`src/rtl/clkgen_pkg.sv`:
```
package clkgen_pkg;

    localparam int CNT_W   = 7;
    localparam int NUM_TB  = 4;
    localparam int SEL_W   = 2;
    localparam int NUM_CH  = 2;

    typedef enum logic [SEL_W-1:0] {
        TB_X1   = 2'b00,
        TB_X8   = 2'b01,
        TB_X64  = 2'b10,
        TB_X512 = 2'b11
    } timebase_e;

    typedef struct packed {
        timebase_e          base;
        logic [CNT_W-1:0]   hi_cnt;
        logic [CNT_W-1:0]   lo_cnt;
    } chan_cfg_t;

    localparam int CFG_W = NUM_CH * $bits(chan_cfg_t);

    typedef enum logic {
        PH_LOW  = 1'b0,
        PH_HIGH = 1'b1
    } phase_e;

endpackage

```
`src/rtl/clkgen_prescaler.sv`:
```
module clkgen_prescaler #(
    parameter int BASE_DIV  = 12500,
    parameter int STEP_LOG2 = 3,
    parameter int NUM_BASES = 4
) (
    input  logic                 clk,
    input  logic                 rst_n,
    output logic [NUM_BASES-1:0] tick_o
);

    localparam int PRE_W  = (BASE_DIV > 1) ? $clog2(BASE_DIV) : 1;
    localparam int MULT_W = STEP_LOG2 * (NUM_BASES - 1);

    logic [PRE_W-1:0]  pre_q;
    logic [MULT_W-1:0] mult_q;
    logic              base_pulse;

    assign base_pulse = (pre_q == PRE_W'(BASE_DIV - 1));

    always_ff @(posedge clk) begin
        if (!rst_n) begin
            pre_q  <= '0;
            mult_q <= '0;
        end else begin
            if (base_pulse) begin
                pre_q  <= '0;
                mult_q <= mult_q + MULT_W'(1);
            end else begin
                pre_q  <= pre_q + PRE_W'(1);
            end
        end
    end

    assign tick_o[0] = base_pulse;

    for (genvar k = 1; k < NUM_BASES; k++) begin : g_tick
        assign tick_o[k] = base_pulse & (&mult_q[STEP_LOG2*k-1:0]);
    end

    // Period checker: consecutive pulses of each tick must be exactly one period apart.
    for (genvar k = 0; k < NUM_BASES; k++) begin : g_per_chk
        localparam int PERIOD = BASE_DIV * (1 << (STEP_LOG2 * k));
        logic [31:0] gap_q;
        logic        seen_q;

        always_ff @(posedge clk) begin
            if (!rst_n) begin
                gap_q  <= '0;
                seen_q <= 1'b0;
            end else if (tick_o[k]) begin
                gap_q  <= '0;
                seen_q <= 1'b1;
            end else begin
                gap_q  <= gap_q + 32'd1;
            end
        end

        p_tick_period_r3: assert property (@(posedge clk) disable iff (!rst_n)
            (tick_o[k] && seen_q) |-> (gap_q == 32'(PERIOD - 1)));
    end

endmodule

```
`src/rtl/clkgen_cfg_reg.sv`:
```
module clkgen_cfg_reg
    import clkgen_pkg::*;
(
    input  logic                   clk,
    input  logic                   rst_n,
    input  logic                   we_i,
    input  logic [CFG_W-1:0]       wdata_i,
    output logic [CFG_W-1:0]       rdata_o,
    output chan_cfg_t [NUM_CH-1:0] cfg_o
);

    chan_cfg_t [NUM_CH-1:0] cfg_q;

    always_ff @(posedge clk) begin
        if (!rst_n) begin
            cfg_q <= '1;
        end else if (we_i) begin
            cfg_q <= wdata_i;
        end
    end

    assign cfg_o   = cfg_q;
    assign rdata_o = cfg_q;

    p_hold_without_write_r2: assert property (@(posedge clk) disable iff (!rst_n)
        !we_i |=> $stable(rdata_o));

    p_write_lands_r2: assert property (@(posedge clk) disable iff (!rst_n)
        we_i |=> (rdata_o == $past(wdata_i)));

endmodule

```
`src/rtl/clkgen_channel.sv`:
```
module clkgen_channel
    import clkgen_pkg::*;
#(
    parameter logic [CNT_W-1:0] RST_CNT = '1
) (
    input  logic              clk,
    input  logic              rst_n,
    input  logic [NUM_TB-1:0] tick_i,
    input  logic [SEL_W-1:0]  sel_i,
    input  logic [CNT_W-1:0]  hi_i,
    input  logic [CNT_W-1:0]  lo_i,
    output logic              out_o
);

    phase_e           state_q, state_d;
    logic [CNT_W-1:0] cnt_q, cnt_d;
    logic             tick_en;

    assign tick_en = tick_i[sel_i];

    // State register
    always_ff @(posedge clk) begin
        if (!rst_n) begin
            state_q <= PH_HIGH;
            cnt_q   <= RST_CNT;
        end else begin
            state_q <= state_d;
            cnt_q   <= cnt_d;
        end
    end

    // Next-state logic
    always_comb begin
        state_d = state_q;
        cnt_d   = cnt_q;
        if (tick_en) begin
            unique case (state_q)
                PH_HIGH: begin
                    if (cnt_q == '0) begin
                        state_d = PH_LOW;
                        cnt_d   = lo_i;
                    end else begin
                        cnt_d   = cnt_q - CNT_W'(1);
                    end
                end
                PH_LOW: begin
                    if (cnt_q == '0) begin
                        state_d = PH_HIGH;
                        cnt_d   = hi_i;
                    end else begin
                        cnt_d   = cnt_q - CNT_W'(1);
                    end
                end
            endcase
        end
    end

    // Output logic
    always_comb begin
        out_o = (state_q == PH_HIGH);
    end

    p_hold_between_ticks_r7: assert property (@(posedge clk) disable iff (!rst_n)
        !tick_en |=> ($stable(out_o) && $stable(cnt_q)));

    p_count_down_r4: assert property (@(posedge clk) disable iff (!rst_n)
        (tick_en && cnt_q != '0) |=> (cnt_q == CNT_W'($past(cnt_q) - CNT_W'(1)) && $stable(out_o)));

    p_fall_loads_low_r5: assert property (@(posedge clk) disable iff (!rst_n)
        (tick_en && cnt_q == '0 && out_o) |=> (!out_o && cnt_q == $past(lo_i)));

    p_rise_loads_high_r4: assert property (@(posedge clk) disable iff (!rst_n)
        (tick_en && cnt_q == '0 && !out_o) |=> (out_o && cnt_q == $past(hi_i)));

endmodule

```
`src/rtl/dual_phase_clkgen.sv`:
```
module dual_phase_clkgen
    import clkgen_pkg::*;
#(
    parameter int SYS_CLK_HZ = 50_000_000
) (
    input  logic        clk,
    input  logic        rst_n,
    input  logic        cfg_we,
    input  logic [31:0] cfg_wdata,
    output logic [31:0] cfg_rdata,
    output logic [1:0]  clk_out
);

    localparam int BASE_HZ   = 4000;
    localparam int BASE_DIV  = (SYS_CLK_HZ / BASE_HZ > 0) ? SYS_CLK_HZ / BASE_HZ : 1;
    localparam int STEP_LOG2 = 3;

    logic [NUM_TB-1:0]      ticks;
    chan_cfg_t [NUM_CH-1:0] cfg;

    clkgen_prescaler #(
        .BASE_DIV  (BASE_DIV),
        .STEP_LOG2 (STEP_LOG2),
        .NUM_BASES (NUM_TB)
    ) u_presc (
        .clk    (clk),
        .rst_n  (rst_n),
        .tick_o (ticks)
    );

    clkgen_cfg_reg u_cfg (
        .clk     (clk),
        .rst_n   (rst_n),
        .we_i    (cfg_we),
        .wdata_i (cfg_wdata),
        .rdata_o (cfg_rdata),
        .cfg_o   (cfg)
    );

    for (genvar g = 0; g < NUM_CH; g++) begin : g_chan
        clkgen_channel #(
            .RST_CNT ('1)
        ) u_chan (
            .clk    (clk),
            .rst_n  (rst_n),
            .tick_i (ticks),
            .sel_i  (cfg[g].base),
            .hi_i   (cfg[g].hi_cnt),
            .lo_i   (cfg[g].lo_cnt),
            .out_o  (clk_out[g])
        );
    end

    p_reset_high_r1: assert property (@(posedge clk)
        !rst_n |=> (clk_out == 2'b11 && cfg_rdata == 32'hFFFF_FFFF));

endmodule

```
`config.mk`:
```
export PLATFORM = sky130hd
export DESIGN_NAME = dual_phase_clkgen
export DESIGN_NICKNAME = d
export VERILOG_FILES = /design/src/rtl/clkgen_pkg.sv /design/src/rtl/clkgen_prescaler.sv /design/src/rtl/clkgen_cfg_reg.sv /design/src/rtl/clkgen_channel.sv /design/src/rtl/dual_phase_clkgen.sv
export SDC_FILE = /design/constraint.sdc
export NUM_CORES = 1
export LEC_CHECK = 0
export BUFFER_PORTS_ARGS = -buffer_cell sky130_fd_sc_hd__clkbuf_2
export CAP_MARGIN = 20
export CORE_MARGIN = 5
export CORE_UTILIZATION = 57
export CTS_BUF_LIST = sky130_fd_sc_hd__clkbuf_4
export DETAILED_ROUTE_END_ITERATION = 12
export PLACE_DENSITY = 0.82
export SYNTH_ARGS = -nofsm -noshare
export SYNTH_HDL_FRONTEND = slang
export SYNTH_SLANG_ARGS = --single-unit
```
`constraint.sdc`:
```
create_clock -name clk -period 2.35 [get_ports clk]
set_input_delay 0.47 -clock clk [delete_from_list [all_inputs] [get_ports clk]]
set_output_delay 0.47 -clock clk [all_outputs]
set_load 0.02 [all_outputs]
```
Yosys cells after proc, flatten, opt, wreduce, memory -nomap -nowiden
Index checks and enable logic that the tools add are counted.
Cells by class
  multiplexer cells: 16
  $lt $le $gt $ge: 2
  $add $sub $neg: 4
  divide/modulo/power cells: 0
  reduce and logical (&&, ||, !) cells: 6
  multiply operators: 0
  shift-type cells: 0
  eq/ne operators: 1
  bitwise gates (word level): 6
Operators with widths (count)
  two-way mux 7 bit: 4
  one-hot mux 7 bit (2 select lines): 2
  adder 14 x 1 -> 14 bit, second input constant: 1
  equality test 14 bit, second input constant: 1
  logical NOT 7 bit: 2
  subtractor 7 x 1 -> 7 bit, second input constant: 2
  adder 9 x 1 -> 9 bit, second input constant: 1
  AND reduction 9 bit: 1
  less-than comparator 2 x 3 -> 1 bit, second input constant: 2
  two-way mux 1 bit: 6
  AND reduction 6 bit: 1
  binary-select mux 1 bit (select 2 bit): 2
  one-hot mux 1 bit (2 select lines): 2
  bitwise AND 1 bit: 3
  NOT 1 bit: 3
  AND reduction 3 bit: 1
  OR reduction 2 bit: 1
Storage, ports and cells
  bits of input ports: 35
  memories kept: 0
  bits in latches: 0
  register bits: 71
  ROM bits: 0
  RAM bits: 0
  logic and storage cells: 47
  output and inout bits: 34

Logic depth before layout (Yosys ltp)
Gate-level depths: netlist of run 1.
  word-level depth: 4
  depth in mapped cells: 8
  mapped depth without buffers: 8

Hierarchy
From an unflattened synthesis of run 1, not the netlist that was laid out.
Second synthesis, totals
  cells, all modules: 382
  area, all modules: 3578.4 um2
Modules (own cells, without submodules)
  clkgen_cfg_reg: cells each 135, seq. area each 640.6 um2, area an instance 1388.8 um2, instances 1
  clkgen_channel: cells each 64, seq. area each 160.2 um2, area an instance 563.0 um2, instances 2
  clkgen_prescaler: cells each 119, seq. area each 460.4 um2, area an instance 1063.5 um2, instances 1

Worst setup path before layout of run 1
No wires, ideal clock.
  kind: register -> register
  from: reg u_presc.mult_q[0]
  to: reg g_chan[1].u_chan.cnt_q[2]
  library setup time: 0.147 ns
  buffers on the path: 0
  period minus slack after synthesis: 2.062 ns
  data required time: 2.203 ns
  setup slack: 0.288 ns
  arrival: 1.916 ns
  stages on the path, launching flop included: 9
  cell sequence: dfxtp_1 > ha_1 > nand3_1 > nor3_1 > ha_1 > mux2i_1 > and2_1 > nor3_1 > a32oi_1
Between the ends
  word-level cells in the longest chain between the ends: 4
  elaborated cells on any way between the ends: 8
  those cells by class: mux: 2; bitwise: 3; reduce/logical: 3
Ends and longest elaborated chain
  start, declared: RTL line clkgen_prescaler.sv:15  | logic [MULT_W-1:0] mult_q;
  start signal, assigned: RTL line clkgen_prescaler.sv:27  | mult_q <= mult_q + MULT_W'(1);
  AND reduction 9 bit (tied with other cells): RTL line clkgen_prescaler.sv:37  | assign tick_o[k] = base_pulse & (&mult_q[STEP_LOG2*k-1:0]);
  bitwise AND 1 bit: RTL line clkgen_prescaler.sv:37
  binary-select mux 1 bit (select 2 bit) (*): RTL line clkgen_channel.sv:19  | assign tick_en = tick_i[sel_i];
  two-way mux 1 bit (not written as such) (*): RTL line clkgen_channel.sv:19
  end signal, assigned: RTL line clkgen_channel.sv:28  | cnt_q <= cnt_d;
  end, declared: RTL line clkgen_channel.sv:16  | logic [CNT_W-1:0] cnt_q, cnt_d;
Every way passes the cells marked *; elsewhere a longest branch is shown, timed or not. The select of a mux whose other input is x is not followed.
A chain may end at the register's enable or synchronous reset.

Worst setup path after layout of run 1
  from: reg u_presc.mult_q[0]
  to: reg g_chan[0].u_chan.state_q
Between the ends
  word-level cells in the longest chain between the ends: 4
  elaborated cells on any way between the ends: 8
  those cells by class: mux: 2; bitwise: 3; reduce/logical: 3
Ends and longest elaborated chain
  AND reduction 9 bit (tied with other cells): RTL line clkgen_prescaler.sv:37
  bitwise AND 1 bit: RTL line clkgen_prescaler.sv:37
  binary-select mux 1 bit (select 2 bit) (*): RTL line clkgen_channel.sv:19
  two-way mux 1 bit (not written as such) (*): RTL line clkgen_channel.sv:19
  end signal, assigned: RTL line clkgen_channel.sv:27  | state_q <= state_d;
  end, declared: RTL line clkgen_channel.sv:15  | phase_e state_q, state_d;
Marked as above.

==> results of run 1 <==
==> layout make-up <==
type	count	area share
multi-input combinational	272	0.470
sequential	71	0.356
timing repair buffer	80	0.111
tap	75	0.0235
clock buffer	10	0.0188
clock inverter	6	0.0128
inverter	9	0.00845
==> logic make-up after synthesis <==
kind of cell             synth area share
AO/OA/AOI/OAI                       0.139
XOR/XNOR                           0.0280
adder cells (fa/ha/maj)            0.0291
buffers and inverters              0.0432
flip-flops                          0.413
multiplexers                        0.147
AND/OR/NAND/NOR                     0.201
==> critical path, cell delays in order, from the launching register on <==
cell     delay [ps]
dfxtp_1         440
ha_1            250
nand3_1         140
nor3_2          210
ha_1            200
nand2_1          70
o311a_1         230
nor4_4          250
mux2_1          340
==> sequential cells by signal (all words and copies together) (netlist names) <==
name                 count
g_chan.u_chan.cnt_q     14
u_cfg.cfg_o             32
g_chan.u_chan.out_o      2
u_presc.pre_q           14
u_presc.mult_q           9
==> worst min-delay path by stage <==
stage | startpoint | end | slack, ps | cells past startpoint
2_1_floorplan | u_presc.pre_q[0] | u_presc.pre_q[0] | 420 | 1
6_report | cfg_wdata[26] | u_cfg.cfg_o[26] | 270 | 3
5_1_grt | cfg_wdata[26] | u_cfg.cfg_o[26] | 250 | 3
3_5_place_dp | u_presc.pre_q[0] | u_presc.pre_q[0] | 440 | 1
4_1_cts | cfg_wdata[26] | u_cfg.cfg_o[26] | 260 | 3
3_3_place_gp | u_presc.pre_q[0] | u_presc.pre_q[0] | 430 | 1
==> synthesized netlist by cell type (3+ instances only) <==
cell / n
dfxtp_1: 71
nand2_1: 55
mux2i_1: 44
nor2_1: 21
a21oi_1: 11
clkbuf_1: 10
inv_1: 9
nor3_1: 9
o21ai_0: 9
ha_1: 8
nand3_1: 8
buf_1: 7
nand4_1: 7
nand2b_1: 6
xor2_1: 6
a31oi_1: 5
buf_2: 5
mux2_2: 5
o211ai_1: 5
o41ai_1: 5
xnor2_1: 5
a41oi_1: 4
and2_1: 4
or3_1: 4
a22o_1: 3
a32oi_1: 3
and3_1: 3
o2111ai_1: 3
==> routing by layer <==
metal	vias up	wire length, µm	GRT usage	part of all wire
met2	87	3410	0.329	0.45
met1	1397	3580	0.282	0.47
met5	-	0	0	0
met3	11	462	0.0452	0.061
li1	1496	-	-	-
met4	0	106	0.0795	0.014
==> per-stage QoR <==
stage / worst slack, ps / util / hold slack, ps
after floorplan: 288 / - / 418
after global placement: 284 / 0.657 / 431
after detailed placement: 166 / 0.657 / 440
after CTS: 152 / 0.678 / 259
after global routing: 14.1 / 0.679 / 250
final: 119 / 0.679 / 275
==> power by group <==
group	internal, mW	leakage, nW	switching (mW)
Combinational	0.0974	1.11	0.135
Sequential	1.24	0.581	0.0341
Clock	0.323	0.0727	0.400
Total	1.66	1.76	0.569
==> metrics, run 1 <==
Resized Gates After CTS 0; Pre-antenna DRT Iters 4; commonest cells after routing, fill and taps aside dfxtp_1 (71), clkbuf_2 (68), nand2_1 (55), mux2i_1 (44), nor2_1 (21); Design Area, Final 4000 µm²; multi-input combinational cell area 1880 µm²; PnR Total Power 2.23 mW; CTS clk-pin slew, worst paths 110 ps; TritonCTS Buffers 9; I/O pin cnt 69; Max Cap Violations 0; TritonCTS clock tree done; Initial Util 0.585; # port buffers 68; FF+latch count, synth 71; CP startpoint u_presc.mult_q[0]; first-pass GRT wire length 13,100 µm; crit-path max FO 7; Least-Margin Pin Slew 544 ps; status completed; largest net degree at the start of global routing 28; crit end category flip-flop; min-delay worst type input pin to flip-flop; Clk Latency, worst-skew pair 400 ps; clk sink count 71; Mapped Nets 420; Die H 87.7 µm; R2R depth 8; Detailed Route Iter0 Violations 157; Syn Area/Cell 9.14 µm²; kind of critical path flip-flop to flip-flop; period utilization 0.949; # H-tree levels 3; worst rel slew slack 0.632; Peak VDD IR 378 µV; Max Slew Vio Count 0; GRT Total Usage 0.209; yosys warns 0; DIE WIDTH 87.7 µm; reg2reg setup slack 120 ps; area post-placement 3870 µm²; CP endpoint g_chan[0].u_chan.out_o; drt wl/cell 14.5 µm; Synth cell types 58; Synth-to-Final Area Change 16.1%; commonest non-fill, non-tap cell in the layout dfxtp_1; Synth area leaders dfxtp_1 (41%), mux2i_1 (13%), nand2_1 (6.0%), ha_1 (2.9%), nor2_1 (2.3%); number of global-route vias before repair 2,933; setup_tns 0 ps; fin cells 523; hold_buf cts 0; clock skew 10.1 ps; CP required 2640 ps; Reg-to-Reg Start u_presc.mult_q[0]; DIE AREA 7700 µm²; Final setup viols 0; Detail Placement HPWL 5590 µm; register area 1420 µm²; crit path launch type flip-flop; biggest area consumer among synthesized cells dfxtp_1; Period minus WS final 2230 ps; final net count 486; Vias/cell 5.72; critical path arrival 2520 ps; Total Wirelength 7560 µm; fillers 471; initial antenna violation count 0; top_reg_cell synth dfxtp_1; Post-Synthesis Cells 377; Yosys top cell area share 0.413; Post-route DRC 0; FFs w/ async S/R, synth 0; fmax 448 MHz; pwr/cell area 558 nW/µm²; Seq/Total Area, Yosys 0.413; Root Driver clkbuf_4; Post-CTS Setup Inserts 0; RePlAce Congestion 0.909; ant diodes 0; Leakage 1.76 nW; ANT nets after route 0; synthesized area 3440 µm²; share of layout cells above drive strength 1 0.239; grt ovf 0; Via Count 2,991; row cnt 28; placed insts 507; Longest Clk Path Bufs 2; RSZ-0062 raised after global routing no; Worst R2R End g_chan[0].u_chan.out_o; Final Hold Viols 0; core box area 5890 µm²; Post-synth EDFFs 0
No activity file was read; power rests on OpenSTA's default activity.
==> inputs of run 2 (changes only) <==
--- a/config.mk
+++ b/config.mk
@@ -14,4 +14,5 @@
 export PLACE_DENSITY = 0.82
 export SYNTH_ARGS = -nofsm -noshare
 export SYNTH_HDL_FRONTEND = slang
+export SYNTH_HIERARCHICAL = 1
 export SYNTH_SLANG_ARGS = --single-unit
==> run 2 against run 1 <==
Area after synthesis increased by 3.9%. Hold slack about the same. Maximum frequency decreased by 2.6%. Cell area decreased by 2.2%. Combinational power decreased by 8.6%. Total power increased by 4.0%. Clock power increased by 15%. Clock skew increased by 7.0 ps.
==> metrics, run 2 <==
Post-Synthesis Cells 382 (was 377); sw power 0.557 mW (was 0.569 mW); Sw Ratio 0.240 (was 0.255); row cnt 28 (unchanged); Least-Margin Pin Slew 568 ps (was 544 ps); Syn Area/Cell 9.37 µm² (was 9.14 µm²); Post-Synth Simple-Gate Area 0.184 (was 0.201); first-pass GRT wire length 12,000 µm (was 13,100 µm); area post-placement 3690 µm² (was 3870 µm²); GRT Total Usage 0.193 (was 0.209); Post-route DRC 0 (unchanged); Max Cap Violations 0 (unchanged); Top cell by count, worst path ha_1 (unchanged); Synth cell types 43 (was 58); fin cells 507 (was 523); RePlAce Congestion 0.854 (was 0.909); DIE AREA 7960 µm² (was 7700 µm²); grt ovf 0 (unchanged); crit end category flip-flop (unchanged); Worst R2R End g_chan[1].u_chan/cnt_q[4] (was g_chan[0].u_chan.out_o); Mapped Nets 425 (was 420); I/O pin cnt 69 (unchanged); Design Area, Final 3910 µm² (was 4000 µm²); crit-path max FO 10 (was 7); Final Hold Viols 0 (unchanged); number of global-route vias before repair 2,651 (was 2,933); pre-CTS WS 96.9 ps (was 166 ps); FF+latch count, synth 71 (unchanged); DIE WIDTH 89.2 µm (was 87.7 µm); Detailed Route Iter0 Violations 166 (was 157); worst rel slew slack 0.621 (was 0.632); ant diodes 0 (unchanged); Clk pwr share 0.359 (was 0.324); fmax 437 MHz (was 448 MHz); clock skew 17.2 ps (was 10.1 ps); final worst hold slack 274 ps (was 275 ps); placed insts 484 (was 507); R2R depth 8 (unchanged); hold path start cfg_wdata[14] (was cfg_wdata[26]); critical path arrival 2590 ps (was 2520 ps); period utilization 0.974 (was 0.949); Pre-antenna DRT Iters 4 (unchanged); Leakage 1.81 nW (was 1.76 nW); PnR Total Power 2.32 mW (was 2.23 mW); CP startpoint u_presc/mult_q[0] (was u_presc.mult_q[0]); TritonCTS Buffers 9 (unchanged); Die H 89.2 µm (was 87.7 µm); slowest stage cell, crit path mux4_2 (was dfxtp_1); pwr/cell area 593 nW/µm² (was 558 nW/µm²); Longest Clk Path Bufs 2 (unchanged); top_reg_cell synth dfxtp_1 (unchanged); reg2reg setup slack 60 ps (was 120 ps); Total Wirelength 7480 µm (was 7560 µm); xor/xnor share of the synthesized area 0.0367 (was 0.0280); setup_tns 0 ps (unchanged); Reg-to-Reg Start u_presc/mult_q[0] (was u_presc.mult_q[0]); Yosys top cell area share 0.397 (was 0.413); yosys warns 6 (was 0); CP required 2650 ps (was 2640 ps); TritonCTS clock tree done (unchanged); hold depth 3 (unchanged); Hold Path End u_cfg/cfg_o[14] (was u_cfg.cfg_o[26]); post-synthesis mux area share 0.156 (was 0.147); core box area 6030 µm² (was 5890 µm²); Via Count 2,825 (was 2,991); Root Driver clkbuf_4 (unchanged); commonest non-fill, non-tap cell in the layout dfxtp_1 (unchanged); Synth area leaders dfxtp_1 (40%), mux2i_1 (14%), buf_4 (7.3%), nand2_1 (4.6%), nor2_1 (3.4%) (was dfxtp_1 (41%), mux2i_1 (13%), nand2_1 (6.0%), ha_1 (2.9%), nor2_1 (2.3%)); synthesized area 3580 µm² (was 3440 µm²); largest net degree at the start of global routing 33 (was 28); status completed (unchanged); Synth-to-Final Area Change 9.30% (was 16.1%); min-delay worst type input pin to flip-flop (unchanged); share of layout cells above drive strength 1 0.255 (was 0.239); Reg power frac 0.549 (was 0.571); hold_buf cts 0 (unchanged); combinational family with the most area after synthesis simple AND/OR/NAND/NOR gates (unchanged); Seq/Total Area, Yosys 0.397 (was 0.413); count leader, synth dfxtp_1 (unchanged); # H-tree levels 3 (unchanged); kind of critical path flip-flop to flip-flop (unchanged); commonest cells after routing, fill and taps aside dfxtp_1 (70), clkbuf_2 (68), mux2i_1 (49), nand2_1 (44), nor2_1 (32) (was dfxtp_1 (71), clkbuf_2 (68), nand2_1 (55), mux2i_1 (44), nor2_1 (21)); drt wl/cell 14.8 µm (was 14.5 µm); Compound-Gate Fraction of Synth Area 0.0818 (was 0.139); final net count 471 (was 486); Final WS setup 60.9 ps (was 119 ps); Detail Placement HPWL 5340 µm (was 5590 µm); Comb pwr share 0.092 (was 0.104); max reg flops 32 (unchanged); Peak VDD IR 474 µV (was 378 µV); Final setup viols 0 (unchanged); Post-synth EDFFs 0 (unchanged); cell types with the highest counts after synthesis dfxtp_1 (71), mux2i_1 (49), nand2_1 (44), buf_4 (35), nor2_1 (32) (was dfxtp_1 (71), nand2_1 (55), mux2i_1 (44), nor2_1 (21), a21oi_1 (11)); Vias/cell 5.57 (was 5.72); slowest stage delay, CP 600 ps (was 440 ps); ANT nets after route 0 (unchanged); initial antenna violation count 0 (unchanged); clk sink count 71 (unchanged); Final Util 0.649 (was 0.679); Synth Area in Adders 0.0280 (was 0.0291); biggest area consumer among synthesized cells dfxtp_1 (unchanged); Clk Latency, worst-skew pair 400 ps (about the same); P_int 1.76 mW (was 1.66 mW); crit path launch type flip-flop (unchanged); # port buffers 68 (unchanged); FFs w/ async S/R, synth 0 (unchanged); CTS clk-pin slew, worst paths 110 ps (about the same); Initial Util 0.594 (was 0.585); worst-path cell chain ha_1 -> nand3_1 -> nor2_1 -> ha_1 -> and2_1 -> mux4_2 -> buf_4 -> a221o_1 (was ha_1 -> nand3_1 -> nor3_2 -> ha_1 -> nand2_1 -> o311a_1 -> nor4_4 -> mux2_1); Period minus WS final 2290 ps (was 2230 ps); Max Slew Vio Count 0 (unchanged)
==> run 2: changes by cell type after synthesis, moves of 5 or more <==
cell	previous run	this run
nor2_1	21	32
clkbuf_1	10	4
buf_4	2	35
buf_1	7	0
nand3_1	8	17
mux2i_1	44	49
nor3_1	9	4
nand2_1	55	44
==> run 2: layer usage <==
layer	wire length, µm	track usage	vias up
met4	80	0.0690	0
met5	0	0	-
met1	3270	0.246	1317
met3	429	0.0433	6
li1	-	-	1415
met2	3700	0.320	87
==> run 2: final cells by class <==
type / count / area (µm²)
Clock buffer: 10 / 75.1
Clock inverter: 5 / 73.8
Fill cell: 495 / 2110
Inverter: 12 / 45.0
Multi-Input combinational cell: 251 / 1750
Sequential cell: 71 / 1420
Tap cell: 75 / 93.8
Timing Repair Buffer: 83 / 453
==> run 2: worst max path at each step <==
| stage | endpoint | slack [ps] | depth (start not counted) |
|---|---|---|---|
| 2_1_floorplan | g_chan[0].u_chan/cnt_q[4] | 30 | 9 |
| 3_3_place_gp | g_chan[0].u_chan/cnt_q[4] | 290 | 7 |
| 3_5_place_dp | g_chan[0].u_chan/cnt_q[3] | 100 | 9 |
| 4_1_cts | g_chan[0].u_chan/cnt_q[3] | 80 | 9 |
| 5_1_grt | g_chan[1].u_chan/cnt_q[4] | -10 | 9 |
| 6_report | g_chan[1].u_chan/cnt_q[4] | 60 | 8 |
==> run 2: critical path: cells and delay by family, from the launching register on <==
kind                       cells  cell delay [ps]
muxes                          1              600
adders and majority gates      2              430
DFF                            1              350
AOI/OAI and AO/OA              1              310
and+or+nand+nor                3              300
buffers and inverters          1              190
==> run 2: power by group through the flow <==
stage                     Clock (mW)  Sequential (mW)  Combinational, mW
after detailed placement           0             1.30              0.215
after CTS                      0.853             1.27              0.216
final                          0.831             1.27              0.213
after floorplan                    0             1.29              0.184
after global routing           0.924             1.28              0.236
after global placement             0             1.30              0.211
==> run 2: what timing repair did <==
item / 4_1_cts / 5_1_grt
gates resized for setup: 0 / 2
buffers inserted: 0 / 8
hold endpoints to repair: 0 / 0
setup endpoints to repair: 0 / 3
==> run 2: kinds of logic after synthesis <==
logic type	count (synthesis)
and+or+nand+nor	132
DFF	71
buffers and inverters	60
muxes	53
AOI/OAI and AO/OA	43
xor gates and xnor gates	15
adders and majority gates	8
==> inputs of run 3 (changes only) <==
--- a/config.mk
+++ b/config.mk
@@ -8,10 +8,10 @@
 export BUFFER_PORTS_ARGS = -buffer_cell sky130_fd_sc_hd__clkbuf_2
 export CAP_MARGIN = 20
 export CORE_MARGIN = 5
-export CORE_UTILIZATION = 57
+export CORE_UTILIZATION = 52
 export CTS_BUF_LIST = sky130_fd_sc_hd__clkbuf_4
 export DETAILED_ROUTE_END_ITERATION = 12
-export PLACE_DENSITY = 0.82
+export PLACE_DENSITY = 0.79
 export SYNTH_ARGS = -nofsm -noshare
 export SYNTH_HDL_FRONTEND = slang
 export SYNTH_HIERARCHICAL = 1
==> constraint.sdc (replaced) <==
create_clock -name clk -period 2 [get_ports clk]
set_input_delay 0.4 -clock clk [delete_from_list [all_inputs] [get_ports clk]]
set_output_delay 0.4 -clock clk [all_outputs]
set_load 0.02 [all_outputs]
==> run 3 against run 2 <==
The run now ends with setup timing left. Clock-buffer cell count did not move. Sequential share of layout area is 2.9 points lower. Register-to-register slack worse by 90 ps. Total power increased by 19%. Largest power group unchanged. Routed wire length increased by 2.9%. Die area rose by 8.5%. Clock skew grew 6.1 ps.
==> metrics, run 3 (synthesis results as in run 2) <==
worst rel slew slack 0.646 (was 0.621); RePlAce Congestion 0.892 (was 0.854); Vias/cell 5.36 (was 5.57); Leakage 1.97 nW (was 1.81 nW); Post-route DRC 0 (unchanged); met3 Track Usage GR 0.0520 (was 0.0433); Total Wirelength 7700 µm (was 7480 µm); initial antenna violation count 0 (unchanged); Final WS setup -30.4 ps (was 60.9 ps); Via Count 2,884 (was 2,825); pwr/cell area 648 nW/µm² (was 593 nW/µm²); crit path launch type flip-flop (unchanged); crit end category flip-flop (unchanged); Clk Latency, worst-skew pair 430 ps (was 400 ps); Longest Clk Path Bufs 2 (unchanged); ant diodes 0 (unchanged); grt met1 use 0.217 (was 0.246); Least-Margin Pin Slew 531 ps (was 568 ps); TritonCTS Buffers 9 (unchanged); commonest non-fill, non-tap cell in the layout clkbuf_2 (was dfxtp_1); Detailed Route Iter0 Violations 116 (was 166); Max Cap Violations 0 (unchanged); # port buffers 68 (unchanged); hold_buf cts 0 (unchanged); Root Driver clkbuf_4 (unchanged); clk sink count 71 (unchanged); max reg flops 32 (unchanged); fmax 493 MHz (was 437 MHz); Final Hold Viols 0 (unchanged); grt ovf 0 (unchanged); number of global-route vias before repair 2,732 (was 2,651); ANT nets after route 0 (unchanged); critical path arrival 2390 ps (was 2590 ps); I/O pin cnt 69 (unchanged); kind of critical path flip-flop to flip-flop (unchanged); share of layout cells above drive strength 1 0.347 (was 0.255); row cnt 30 (was 28); TritonCTS clock tree done (unchanged); fillers 570 (was 495); Peak VDD IR 399 µV (was 474 µV); clock skew 23.3 ps (was 17.2 ps); drt wl/cell 14.3 µm (was 14.8 µm); fin cells 538 (was 507); CP required 2350 ps (was 2650 ps); period utilization 1.02 (was 0.974); pre-CTS WS -62.2 ps (was 96.9 ps); first-pass GRT wire length 12,500 µm (was 12,000 µm); Final setup viols 5 (was 0); final net count 496 (was 471); Initial Util 0.530 (was 0.594); Synth-to-Final Area Change 19.2% (was 9.30%); CTS clk-pin slew, worst paths 130 ps (was 110 ps); Period minus WS final 2030 ps (was 2290 ps); largest net degree at the start of global routing 50 (was 33); DIE AREA 8640 µm² (was 7960 µm²); # H-tree levels 3 (unchanged); commonest cells after routing, fill and taps aside clkbuf_2 (68), dfxtp_1 (65), mux2i_1 (49), nand2_1 (44), buf_4 (32) (was dfxtp_1 (70), clkbuf_2 (68), mux2i_1 (49), nand2_1 (44), nor2_1 (32)); violated checks setup timing; crit-path max FO 7 (was 10); GR Util met2 0.305 (was 0.320); Pre-antenna DRT Iters 4 (unchanged); core box area 6760 µm² (was 6030 µm²); placed insts 517 (was 484); Die H 93.0 µm (was 89.2 µm); min-delay worst type input pin to flip-flop (unchanged); DIE WIDTH 93.0 µm (was 89.2 µm); Max Slew Vio Count 0 (unchanged); Top Usage Layer GRT met2 (unchanged); RSZ-0062 raised after global routing yes; GRT Total Usage 0.180 (was 0.193); Detail Placement HPWL 5370 µm (was 5340 µm); multi-input combinational cell area 1850 µm² (was 1750 µm²); register area 1430 µm² (was 1420 µm²); status finished, violations left (was completed)
run 3: per-stage QoR:
step,instance area (µm²),utilization,hold slack [ps],setup TNS [ps],power [mW]
5_1_grt,4270,0.631,157,-1050,2.89
6_report,4270,0.631,175,-66.0,2.76
3_3_place_gp,3970,0.588,467,0,1.79
4_1_cts,4150,0.615,165,0,2.79
2_1_floorplan,3630,-,445,-184,1.74
3_5_place_dp,3970,0.588,472,-190,1.80
run 3: report_power, final:
part           internal (mW)  leakage (nW)  switching [mW]
registers               1.46         0.583          0.0369
clock network          0.506        0.0805           0.493
logic                  0.118          1.30           0.152
total                   2.08          1.97           0.682
run 3: per-layer routing:
| layer | up-vias | wire, µm | part of all wire |
|---|---|---|---|
| met4 | 0 | 52 | 0.0068 |
| met5 | - | 0 | 0 |
| met2 | 71 | 3820 | 0.50 |
| li1 | 1465 | - | - |
| met1 | 1342 | 3440 | 0.45 |
| met3 | 6 | 384 | 0.050 |
run 3: layout make-up:
type	count	share of cell area
Clock buffer	10	0.0176
Multi-Input combinational cell	251	0.434
Timing Repair Buffer	108	0.161
Clock inverter	6	0.0176
Sequential cell	71	0.335
Inverter	12	0.0106
Tap cell	80	0.0235
run 3: what timing repair did:
action,in CTS,in global routing
pin swaps,0,15
setup buffers,0,5
endpoints found under the setup margin,7,13
cloned,0,0
gates resized for setup,8,22
run 3: worst paths after layout:
kind	from	to	slack, ps	cells after the start
min reg2reg	u_cfg/cfg_o[10]	u_cfg/cfg_o[10]	510	2
max	u_presc/mult_q[1]	g_chan[0].u_chan/cnt_q[6]	-30	9
min	cfg_wdata[19]	u_cfg/cfg_o[19]	180	3
max reg2reg	u_presc/mult_q[1]	g_chan[0].u_chan/cnt_q[6]	-30	9
run 3: critical path: stages, from the launching register on:
cell	delay [ps]
dfxtp_2	350
ha_4	160
nand3_2	80
nor2_2	50
ha_2	180
and2_4	130
mux4_2	570
buf_6	170
and4_1	170
o21ai_1	110
